--- config.mk ---
export PLATFORM = sky130hd
export DESIGN_NAME = eam_top
export DESIGN_NICKNAME = d
export VERILOG_FILES = /design/src/rtl/eam_pkg.sv /design/src/rtl/eam_collect.sv /design/src/rtl/eam_calc16.sv /design/src/rtl/eam_calc32.sv /design/src/rtl/eam_top.sv
export SDC_FILE = /design/constraint.sdc
export NUM_CORES = 1
export LEC_CHECK = 0
export BUFFER_PORTS_ARGS = -buffer_cell sky130_fd_sc_hd__buf_4
export CAP_MARGIN = 20
export CORE_ASPECT_RATIO = 1.1
export CORE_MARGIN = 2
export CORE_UTILIZATION = 52
export CTS_BUF_LIST = sky130_fd_sc_hd__clkbuf_8 sky130_fd_sc_hd__clkbuf_16
export CTS_CLUSTER_SIZE = 10
export DETAILED_ROUTE_END_ITERATION = 12
export PLACE_DENSITY = 0.8
export SYNTH_ARGS = -nofsm -noshare
export SYNTH_HDL_FRONTEND = slang
export SYNTH_SLANG_ARGS = --single-unit
--- constraint.sdc ---
create_clock -name clk -period 5.8 [get_ports clk]
set_input_delay 1.16 -clock clk [delete_from_list [all_inputs] [get_ports clk]]
set_output_delay 1.16 -clock clk [all_outputs]
set_load 0.01 [all_outputs]
--- src/rtl/eam_pkg.sv ---
package eam_pkg;

  localparam int unsigned EAM_REG_W    = 32;
  localparam int unsigned EAM_NUM_REGS = 8;
  localparam int unsigned EAM_BYTE_W   = 8;
  localparam int unsigned EAM_CNT_W    = 3;

  typedef enum logic [1:0] {
    ST_IDLE = 2'd0,
    ST_SIB  = 2'd1,
    ST_DISP = 2'd2,
    ST_DONE = 2'd3
  } eam_state_e;

  localparam logic [1:0] MD_NODISP = 2'd0;
  localparam logic [1:0] MD_DISP8  = 2'd1;
  localparam logic [1:0] MD_DISPW  = 2'd2;
  localparam logic [1:0] MD_REG    = 2'd3;

  function automatic logic needs_sib(input logic [1:0] md, input logic [2:0] rm,
                                     input logic a32);
    return a32 && (rm == 3'd4) && (md != MD_REG);
  endfunction

  // displacement length known from the addressing byte alone
  function automatic logic [2:0] first_disp_len(input logic [1:0] md,
                                                input logic [2:0] rm,
                                                input logic a32);
    logic [2:0] n;
    n = 3'd0;
    if (!a32) begin
      case (md)
        MD_DISP8:  n = 3'd1;
        MD_DISPW:  n = 3'd2;
        MD_NODISP: n = (rm == 3'd6) ? 3'd2 : 3'd0;
        default:   n = 3'd0;
      endcase
    end else if (rm != 3'd4) begin
      case (md)
        MD_DISP8:  n = 3'd1;
        MD_DISPW:  n = 3'd4;
        MD_NODISP: n = (rm == 3'd5) ? 3'd4 : 3'd0;
        default:   n = 3'd0;
      endcase
    end
    return n;
  endfunction

  // displacement length once the scale/index/base byte is known
  function automatic logic [2:0] sib_disp_len(input logic [1:0] md,
                                              input logic [2:0] base);
    logic [2:0] n;
    case (md)
      MD_DISP8:  n = 3'd1;
      MD_DISPW:  n = 3'd4;
      MD_NODISP: n = (base == 3'd5) ? 3'd4 : 3'd0;
      default:   n = 3'd0;
    endcase
    return n;
  endfunction

endpackage

--- src/rtl/eam_collect.sv ---
module eam_collect
  import eam_pkg::*;
#(
  parameter int unsigned BYTE_W = EAM_BYTE_W,
  parameter int unsigned CNT_W  = EAM_CNT_W
) (
  input  logic                clk,
  input  logic                rst_n,
  input  logic                start,
  input  logic [BYTE_W-1:0]   modrm,
  input  logic                addr32,
  input  logic                byte_valid,
  input  logic [BYTE_W-1:0]   byte_data,
  output logic                byte_ready,
  output logic                busy,
  output logic                done,
  output logic [BYTE_W-1:0]   modrm_q,
  output logic                a32_q,
  output logic [BYTE_W-1:0]   sib_q,
  output logic [4*BYTE_W-1:0] disp_q,
  output logic [CNT_W-1:0]    cnt_q
);

  localparam int unsigned DISP_W = 4 * BYTE_W;
  localparam int unsigned LANE_W = $clog2(BYTE_W);

  eam_state_e          st_q, st_d;
  logic [BYTE_W-1:0]   modrm_d, sib_d;
  logic                a32_d;
  logic [DISP_W-1:0]   disp_d;
  logic [CNT_W-1:0]    cnt_d;
  logic [2:0]          dlen_q, dlen_d;
  logic [1:0]          didx_q, didx_d;
  logic                take;
  logic [2:0]          len_first, len_sib;
  logic [LANE_W+1:0]   lane_lsb;

  assign byte_ready = (st_q == ST_SIB) || (st_q == ST_DISP);
  assign take       = byte_ready && byte_valid;
  assign busy       = (st_q != ST_IDLE);
  assign done       = (st_q == ST_DONE);
  assign len_first  = first_disp_len(modrm[7:6], modrm[2:0], addr32);
  assign len_sib    = sib_disp_len(modrm_q[7:6], byte_data[2:0]);
  assign lane_lsb   = {didx_q, {LANE_W{1'b0}}};

  always_comb begin
    st_d    = st_q;
    modrm_d = modrm_q;
    a32_d   = a32_q;
    sib_d   = sib_q;
    disp_d  = disp_q;
    cnt_d   = cnt_q;
    dlen_d  = dlen_q;
    didx_d  = didx_q;
    case (st_q)
      ST_IDLE: begin
        if (start) begin
          modrm_d = modrm;
          a32_d   = addr32;
          sib_d   = '0;
          disp_d  = '0;
          cnt_d   = '0;
          didx_d  = '0;
          dlen_d  = len_first;
          if (modrm[7:6] == MD_REG)                              st_d = ST_DONE;
          else if (needs_sib(modrm[7:6], modrm[2:0], addr32))    st_d = ST_SIB;
          else if (len_first != 3'd0)                            st_d = ST_DISP;
          else                                                   st_d = ST_DONE;
        end
      end
      ST_SIB: begin
        if (take) begin
          sib_d  = byte_data;
          cnt_d  = cnt_q + 1'b1;
          dlen_d = len_sib;
          st_d   = (len_sib != 3'd0) ? ST_DISP : ST_DONE;
        end
      end
      ST_DISP: begin
        if (take) begin
          disp_d[lane_lsb +: BYTE_W] = byte_data;
          cnt_d  = cnt_q + 1'b1;
          didx_d = didx_q + 1'b1;
          if ({1'b0, didx_q} + 3'd1 == dlen_q) st_d = ST_DONE;
        end
      end
      default: st_d = ST_IDLE;
    endcase
  end

  always_ff @(posedge clk or negedge rst_n) begin
    if (!rst_n) begin
      st_q    <= ST_IDLE;
      modrm_q <= '0;
      a32_q   <= 1'b0;
      sib_q   <= '0;
      disp_q  <= '0;
      cnt_q   <= '0;
      dlen_q  <= '0;
      didx_q  <= '0;
    end else begin
      st_q    <= st_d;
      modrm_q <= modrm_d;
      a32_q   <= a32_d;
      sib_q   <= sib_d;
      disp_q  <= disp_d;
      cnt_q   <= cnt_d;
      dlen_q  <= dlen_d;
      didx_q  <= didx_d;
    end
  end

  a_r10_done_single: assert property (@(posedge clk) disable iff (!rst_n)
    done |=> !done);
  a_r10_start_ignored: assert property (@(posedge clk) disable iff (!rst_n)
    (busy && start) |=> $stable(modrm_q));
  a_r9_idle_not_ready: assert property (@(posedge clk) disable iff (!rst_n)
    !busy |-> !byte_ready);
  a_r8_count_bound: assert property (@(posedge clk) disable iff (!rst_n)
    done |-> (cnt_q <= 3'd5));
  a_r9_no_take_no_count: assert property (@(posedge clk) disable iff (!rst_n)
    (busy && !(byte_ready && byte_valid)) |=> $stable(cnt_q));

endmodule

--- src/rtl/eam_calc16.sv ---
module eam_calc16
  import eam_pkg::*;
#(
  parameter int unsigned OFF_W = 16
) (
  input  logic [1:0]       md,
  input  logic [2:0]       rm,
  input  logic [OFF_W-1:0] disp,
  input  logic [OFF_W-1:0] rbx,
  input  logic [OFF_W-1:0] rbp,
  input  logic [OFF_W-1:0] rsi,
  input  logic [OFF_W-1:0] rdi,
  output logic [OFF_W-1:0] off,
  output logic             ss
);

  logic [OFF_W-1:0] base_v, idx_v, disp_v;

  always_comb begin
    base_v = '0;
    idx_v  = '0;
    ss     = 1'b0;
    case (rm)
      3'd0: begin base_v = rbx; idx_v = rsi; end
      3'd1: begin base_v = rbx; idx_v = rdi; end
      3'd2: begin base_v = rbp; idx_v = rsi; ss = 1'b1; end
      3'd3: begin base_v = rbp; idx_v = rdi; ss = 1'b1; end
      3'd4: base_v = rsi;
      3'd5: base_v = rdi;
      3'd6: begin
        if (md != MD_NODISP) begin base_v = rbp; ss = 1'b1; end
      end
      default: base_v = rbx;
    endcase
    case (md)
      MD_DISP8: disp_v = {{(OFF_W-8){disp[7]}}, disp[7:0]};
      MD_DISPW: disp_v = disp;
      default:  disp_v = (rm == 3'd6) ? disp : '0;
    endcase
    off = base_v + idx_v + disp_v;
  end

endmodule

--- src/rtl/eam_calc32.sv ---
module eam_calc32
  import eam_pkg::*;
#(
  parameter int unsigned REG_W    = EAM_REG_W,
  parameter int unsigned NUM_REGS = EAM_NUM_REGS
) (
  input  logic [1:0]                     md,
  input  logic [2:0]                     rm,
  input  logic [7:0]                     sib,
  input  logic [REG_W-1:0]               disp,
  input  logic [NUM_REGS-1:0][REG_W-1:0] regs,
  output logic [REG_W-1:0]               off,
  output logic                           ss
);

  logic [2:0]       sb_base, sb_idx;
  logic [1:0]       sb_scale;
  logic             no_base;
  logic [REG_W-1:0] base_v, idx_v, disp_v;

  assign sb_base  = sib[2:0];
  assign sb_idx   = sib[5:3];
  assign sb_scale = sib[7:6];

  always_comb begin
    idx_v = '0;
    if (rm == 3'd4) begin
      no_base = (md == MD_NODISP) && (sb_base == 3'd5);
      base_v  = no_base ? '0 : regs[sb_base];
      if (sb_idx != 3'd4) idx_v = regs[sb_idx] << sb_scale;
      ss      = (sb_base == 3'd4) || ((sb_base == 3'd5) && (md != MD_NODISP));
    end else begin
      no_base = (md == MD_NODISP) && (rm == 3'd5);
      base_v  = no_base ? '0 : regs[rm];
      ss      = (rm == 3'd5) && (md != MD_NODISP);
    end
    case (md)
      MD_DISP8: disp_v = {{(REG_W-8){disp[7]}}, disp[7:0]};
      MD_DISPW: disp_v = disp;
      default:  disp_v = no_base ? disp : '0;
    endcase
    off = base_v + idx_v + disp_v;
  end

endmodule

--- src/rtl/eam_top.sv ---
module eam_top
  import eam_pkg::*;
#(
  parameter int unsigned REG_W    = EAM_REG_W,
  parameter int unsigned NUM_REGS = EAM_NUM_REGS,
  parameter int unsigned BYTE_W   = EAM_BYTE_W,
  parameter int unsigned CNT_W    = EAM_CNT_W
) (
  input  logic                      clk,
  input  logic                      rst_n,
  input  logic                      start,
  input  logic [BYTE_W-1:0]         modrm,
  input  logic                      addr32,
  input  logic [NUM_REGS*REG_W-1:0] gpr_flat,
  input  logic                      byte_valid,
  input  logic [BYTE_W-1:0]         byte_data,
  output logic                      byte_ready,
  output logic                      busy,
  output logic                      done,
  output logic [REG_W-1:0]          ea_offset,
  output logic [CNT_W-1:0]          bytes_used,
  output logic                      ss_default,
  output logic                      reg_operand
);

  localparam int unsigned HALF_W = REG_W / 2;
  localparam int unsigned IX_BX  = 3;
  localparam int unsigned IX_BP  = 5;
  localparam int unsigned IX_SI  = 6;
  localparam int unsigned IX_DI  = 7;

  logic [1:0]                     rst_sync_q;
  logic                           rst_int_n;
  logic [NUM_REGS-1:0][REG_W-1:0] regs;
  logic [BYTE_W-1:0]              modrm_q, sib_q;
  logic                           a32_q;
  logic [4*BYTE_W-1:0]            disp_q;
  logic [HALF_W-1:0]              off16;
  logic [REG_W-1:0]               off32;
  logic                           ss16, ss32;

  // asynchronous assertion, synchronous release
  always_ff @(posedge clk or negedge rst_n) begin
    if (!rst_n) rst_sync_q <= 2'b00;
    else        rst_sync_q <= {rst_sync_q[0], 1'b1};
  end
  assign rst_int_n = rst_sync_q[1];

  for (genvar g = 0; g < NUM_REGS; g++) begin : g_unpack
    assign regs[g] = gpr_flat[g*REG_W +: REG_W];
  end

  eam_collect #(.BYTE_W(BYTE_W), .CNT_W(CNT_W)) u_collect (
    .clk        (clk),
    .rst_n      (rst_int_n),
    .start      (start),
    .modrm      (modrm),
    .addr32     (addr32),
    .byte_valid (byte_valid),
    .byte_data  (byte_data),
    .byte_ready (byte_ready),
    .busy       (busy),
    .done       (done),
    .modrm_q    (modrm_q),
    .a32_q      (a32_q),
    .sib_q      (sib_q),
    .disp_q     (disp_q),
    .cnt_q      (bytes_used)
  );

  eam_calc16 #(.OFF_W(HALF_W)) u_calc16 (
    .md   (modrm_q[7:6]),
    .rm   (modrm_q[2:0]),
    .disp (disp_q[HALF_W-1:0]),
    .rbx  (regs[IX_BX][HALF_W-1:0]),
    .rbp  (regs[IX_BP][HALF_W-1:0]),
    .rsi  (regs[IX_SI][HALF_W-1:0]),
    .rdi  (regs[IX_DI][HALF_W-1:0]),
    .off  (off16),
    .ss   (ss16)
  );

  eam_calc32 #(.REG_W(REG_W), .NUM_REGS(NUM_REGS)) u_calc32 (
    .md   (modrm_q[7:6]),
    .rm   (modrm_q[2:0]),
    .sib  (sib_q),
    .disp (disp_q[REG_W-1:0]),
    .regs (regs),
    .off  (off32),
    .ss   (ss32)
  );

  always_comb begin
    reg_operand = (modrm_q[7:6] == MD_REG);
    if (reg_operand) begin
      ea_offset  = '0;
      ss_default = 1'b0;
    end else if (a32_q) begin
      ea_offset  = off32;
      ss_default = ss32;
    end else begin
      ea_offset  = {{(REG_W-HALF_W){1'b0}}, off16};
      ss_default = ss16;
    end
  end

  a_r1_reg_no_bytes: assert property (@(posedge clk) disable iff (!rst_int_n)
    (done && reg_operand) |-> (bytes_used == '0) && !ss_default);
  a_r5_direct16_len: assert property (@(posedge clk) disable iff (!rst_int_n)
    (done && !a32_q && modrm_q == 8'h06) |-> (bytes_used == 3'd2) && !ss_default);
  a_r7_sib_prefix_len: assert property (@(posedge clk) disable iff (!rst_int_n)
    (done && a32_q && modrm_q[2:0] == 3'd4 && !reg_operand) |-> (bytes_used != '0));
  a_r11_quiet_after_reset: assert property (@(posedge clk) disable iff (!rst_int_n)
    $rose(rst_int_n) |-> !busy && !done);

endmodule

# [Word-level counts from Yosys, hierarchy flattened]
# Cells that the tools add are included.
# W data, S select, Z words.
[totals] reg_bits=61 out_inout_bits=40
[classes] n_addsub=8 n_lt_le_gt_ge=3 eq_ne=30 n_shift=3 n_mux=59 reduce_logical=29
[ops] cell="$mux W32" n=13
[ops] cell="$bmux W32 S3" n=3
[ops] cell="$pmux W32 S2" n=2
[ops] cell="$add A32 B32 Y32" n=2
[ops] cell="$pmux W16 S2" n=2
[ops] cell="$pmux W16 S4" n=1
[ops] cell="$add A16 B16 Y16" n=2
[ops] cell="$bwmux W32" n=1
[ops] cell="$mux W16" n=2
[ops] cell="$shift A8 B7 Y32 const A" n=1
[ops] cell="$shiftx A8 B7 Y32" n=1
[ops] cell="$shl A32 B2 Y32" n=1
[ops] cell="$eq A3 B3 Y1 const B" n=9
[ops] cell="$pmux W3 S3" n=3
[ops] cell="$mux W3" n=8
[ops] cell="$mux W2" n=9
[ops] cell="$mux W8" n=2
[ops] cell="$pmux W8 S2" n=1
[ops] cell="$eq A2 B2 Y1 const B" n=6
[ops] cell="$lt A3 B4 Y1 const B" n=3
[ops] cell="$pmux W3 S2" n=2
[ops] cell="$reduce_bool A2 Y1" n=5
[ops] cell="$reduce_and A3 Y1" n=3
[ops] cell="$reduce_or A2 Y1" n=4
[ops] cell="22 further kinds" n=46

# [Logic depth before layout (Yosys ltp)]
[logic_depth] depth_word=11 mapped_depth=21

# [Hierarchy]
# A second synthesis with hierarchy kept.
[unflattened] hier_cells=1570 hier_area_um2=14246.2
[modules_own_cells] module="eam_calc32" instances=1 cells_each=962 area_each_um2=8956.1 seq_area_each_um2=0.0
[modules_own_cells] module="eam_collect" instances=1 cells_each=269 area_each_um2=2869.0 seq_area_each_um2=1476.4
[modules_own_cells] module="eam_calc16" instances=1 cells_each=278 area_each_um2=1965.6 seq_area_each_um2=0.0
[modules_own_cells] module="eam_top" instances=1 cells_each=61 area_each_um2=455.4 seq_area_each_um2=50.0

# [Least setup slack after synthesis]
# OpenSTA, ideal clock, no wires.
[synth_path] kind="input-to-output" start="in gpr_flat[160]" end="out ea_offset[31]" t_arrival_ns=4.813 required_time_ns=4.640 path_slack_ns=-0.173 path_stages=16 path_cell_list="mux4_2 mux2i_1 mux2_2 or2_2 fa_1 inv_1 ha_1 fa_1 a211oi_1 o211ai_1 and4_1 or2_1 a41oi_1 o41ai_1 xnor2_1 nor2_1"
[synth_between] elab_chain_cells=9 word_cells_on_any_way=16 classes_between="add/sub: 2; shift: 1; mux: 13"
[synth_rtl] element="start, declared" line_no="eam_top.sv:14" source="input logic [NUM_REGS*REG_W-1:0] gpr_flat,"
[synth_rtl] element="$bmux W32 S3" line_no="eam_calc32.sv:30" source="if (sb_idx != 3'd4) idx_v = regs[sb_idx] << sb_scale;"
[synth_rtl] element="$mux W32 (not written as such)" line_no="eam_calc32.sv:30"
[synth_rtl] element="$shl A32 B2 Y32" line_no="eam_calc32.sv:30"
[synth_rtl] element="$mux W32" line_no="eam_calc32.sv:30"
[synth_rtl] element="$mux W32" line_no="eam_calc32.sv:27" source="if (rm == 3'd4) begin"
[synth_rtl] element="$add A32 B32 Y32 (*) (2 in a row)" line_no="eam_calc32.sv:42" source="off = base_v + idx_v + disp_v;"
[synth_rtl] element="$mux W32 (*)" line_no="eam_top.sv:98" source="end else if (a32_q) begin"
[synth_rtl] element="$mux W32 (*)" line_no="eam_top.sv:95" source="if (reg_operand) begin"
[synth_rtl] element="end, declared" line_no="eam_top.sv:20" source="output logic [REG_W-1:0] ea_offset,"
# Mark *: on every way between the ends. The rest lies on a longest branch, timed or not. The select of a mux whose other input is x is not followed.

# [Worst setup path after layout]
[layout_path] start="in gpr_flat[99]" end="out ea_offset[16]"
# The elaborated chain is that of the path after synthesis.

==> results.toml <==
[worst_setup_path]
critPathTopFamily = "compound AO/OA/AOI/OAI gates"
crit_path_start_kind = "primary input"
cp.required_ns = 4.64
critPathLaunch = "gpr_flat[99]"
end_kind = "primary output"
arrival_ns = 5.01
crit_fanout = 3
crit_buf_inv = 5
slowest_delay_ns = 0.52
critPathMostFrequentCell = "buf_4"
r2r_start = "u_collect.st_q[1]"
crit_type = "in2out"
crit_chain = "buf_4, mux4_2, mux2i_4, mux2_4, o22a_1, fa_1, inv_2, ha_4, o211ai_1, o211ai_1, buf_4, buf_4, a41oi_4, o21ai_2, a21o_1, a21oi_2, xor2_1, nor2_2, buf_4"
critPathSlowestCell = "mux4_2"

[place]
dp_hpwl_um = 44600
io_buffer_count = 313
place_inst = 2419
place_ws_ns = -0.491
gp_congestion = 0.998

[cells_and_area]
multi_input_area_um2 = 12400
fin_cells = 2462
drive_above_1_share_pct = 48.3
area_growth_syn_to_layout_pct = 44.0
fillers = 1702
final_core_util_pct = 75.7
nets = 2483
diodes = 0
ff_latch_area_um2 = 1470

[yosys]
synth.area.top_cells = "mux4_2, dfrtp_1, fa_1"
synthTopCellsByCount = "nand2_1, mux4_2, inv_1"
yosysWarnings = 0
yosysTopAreaCellShare_pct = 27.9
synth_edf_count = 0
netlist_instances = 1544
synth.most_common_cell = "nand2_1"
synth.avg_cell_area_um2 = 9.15
synth_seq_cells = 58
synth_cell_types = 71
yosysSeqAreaShare_pct = 10.3
synth_ff_type = "dfrtp_1"
synth_top_cell_by_area = "mux4_2"
synthArstFlopShare_pct = 100
synthesis.nets = 1927
syn_area_um2 = 14100

[clocking]
clockRootBuffer = "clkbuf_16"
clock_latency_ns = 0.33
cts.clk_slew.worst_paths_ns = 0.05
clock_path_buffers = 2
hold_buffers = 0
cts_buffers = 9
cts_sinks = 58
cts.htree.levels = 3
cts_tree = "yes"

[timing]
final-hold-violation-count = 0
tns_ns = -5.80
slew_headroom_pct = 44.8
fin_ws_ns = -0.375
post-route-min-period_ns = 6.17
setup_viol = 22
grt_setup_unrepaired = "yes"
clock.fmax_mhz = 162
slew_viol_final = 0
post-route-period-util_pct = 106
clock_skew_ns = 0.00535
worstMarginPinSlew_ns = 0.829

[routing]
dr.pass1.iters = 6
finalWirelength_um = 59200
vias_per_cell = 6.72
route.detailed.drc = 0
first_iter_violations = 2422
vias = 16500
ant_nets = 0
wl_per_cell_um = 24.0

[floorplanning]
die_h_um = 177
core_area_um2 = 26900
die_w_um = 161
row_count = 63
io_pins = 317
start_util_pct = 52.6
dieArea_um2 = 28500

[outcome]
status = "complete, but fails checks"
violations = "negative setup slack"

[power_and_ir_drop]
pwr_density_cell_nw_per_um2 = 674
ir_drop_v = 0.000456
finalPower_mw = 13.7
leakage_nw = 9.16

[global_route]
grt-ovfl-total = 0
grt_pass1_vias = 16800
grt_max_degree = 57
grt_pass1_wl_um = 89800
antenna_found_initial = 0
grt_usage_pct = 40.1

[hold_path]
holdCritPathClass = "reg2reg"
hp-start = "rst_sync_q[0]"

[job]
cap_viol_max_count = 0
## worst register-to-register path, cell delays in order (launching register included)
cell and delay [ns]:
dfrtp_1 0.39, inv_1 0.08, ha_1 0.50, nand2_1 0.21, a211oi_2 0.60, o21ai_1 0.43, nand2_1 0.20, nand2_1 0.07
## state kept, by name, indices dropped and copies added (netlist names)
register and count:
u_collect.disp_q 32, u_collect.didx_q 2, u_collect.a32_q 1, u_collect.cnt_q 3, u_collect.dlen_q 3, u_collect.st_q 2
u_collect.modrm_q 5, u_collect.sib_q 8, rst_sync_q 2
## metal layers
layer	wire length (um)	global-route usage, %
met1	20200	49.1
met2	27900	67.6
met3	6920	7.92
met4	4060	20.7
met5	0	0
## path summary, 6_finish.rpt
kind | endpoint | slack [ns] | cells past startpoint
max in group asynchronous | u_collect.modrm_q[0] | 4.84 | 1
max reg2reg | u_collect.disp_q[3] | 3.20 | 7
max | ea_offset[16] | -0.37 | 19
min in group asynchronous | u_collect.didx_q[1] | 0.42 | 1
min reg2reg | rst_sync_q[1] | 0.35 | 0
min | rst_sync_q[1] | 0.35 | 0
## report_power, final
part / switching, mW / total, mW / internal [mW] / leakage, nW
Sequential: 0.208 / 0.718 / 0.510 / 0.765
Clock: 0.181 / 0.477 / 0.296 / 0.135
Combinational: 6.64 / 12.5 / 5.87 / 8.26
Total: 7.03 / 13.7 / 6.68 / 9.16
## per-stage QoR
step	area (um^2)	hold WS (ns)
floorplan	14200	0.331
global placement	19000	0.337
detailed placement	19000	0.342
CTS	20200	0.354
global route	20300	0.354
finish	20300	0.351
## cell type report
| type | count | share of cell area, % |
|---|---|---|
| multi-input combinational | 1244 | 61.1 |
| clock inverter | 6 | 0.166 |
| tap | 357 | 2.20 |
| clock buffer | 10 | 1.17 |
| sequential | 58 | 7.24 |
| inverter | 126 | 2.32 |
| timing repair buffer | 661 | 25.8 |
## what timing repair did
item	in CTS	in global routing
buffers inserted	23	7
hold endpoints to repair	0	0
cloned	1	0
resized for setup	154	23
pin swaps	74	27
endpoints found under the setup margin	24	24
## cells in the final DEF (no fill, tap or decap), types with 22 or more instances in the layout
master and n:
a21o_1 22, a21oi_1 69, buf_4 618, buf_6 29
dfrtp_1 48, fa_1 46, ha_1 43, inv_1 115
mux2_2 36, mux2i_1 73, mux4_2 175, nand2_1 209
nand3_1 42, nor2_1 82, o21ai_0 65, o22a_1 48
## cells by family (layout without fill, tap and decap cells)
group,count (synthesis),in the layout,share of synthesized area (%)
DFF,58,58,10.3
and+or+nand+nor,401,401,12.3
AOI/OAI and AO/OA,383,383,18.2
adders and majority gates,106,106,11.9
other,1,1,0.0265
muxes,307,307,37.6
xor gates and xnor gates,46,46,2.85
buffers and inverters,242,803,6.76
Power figures use the tool's default switching activity.
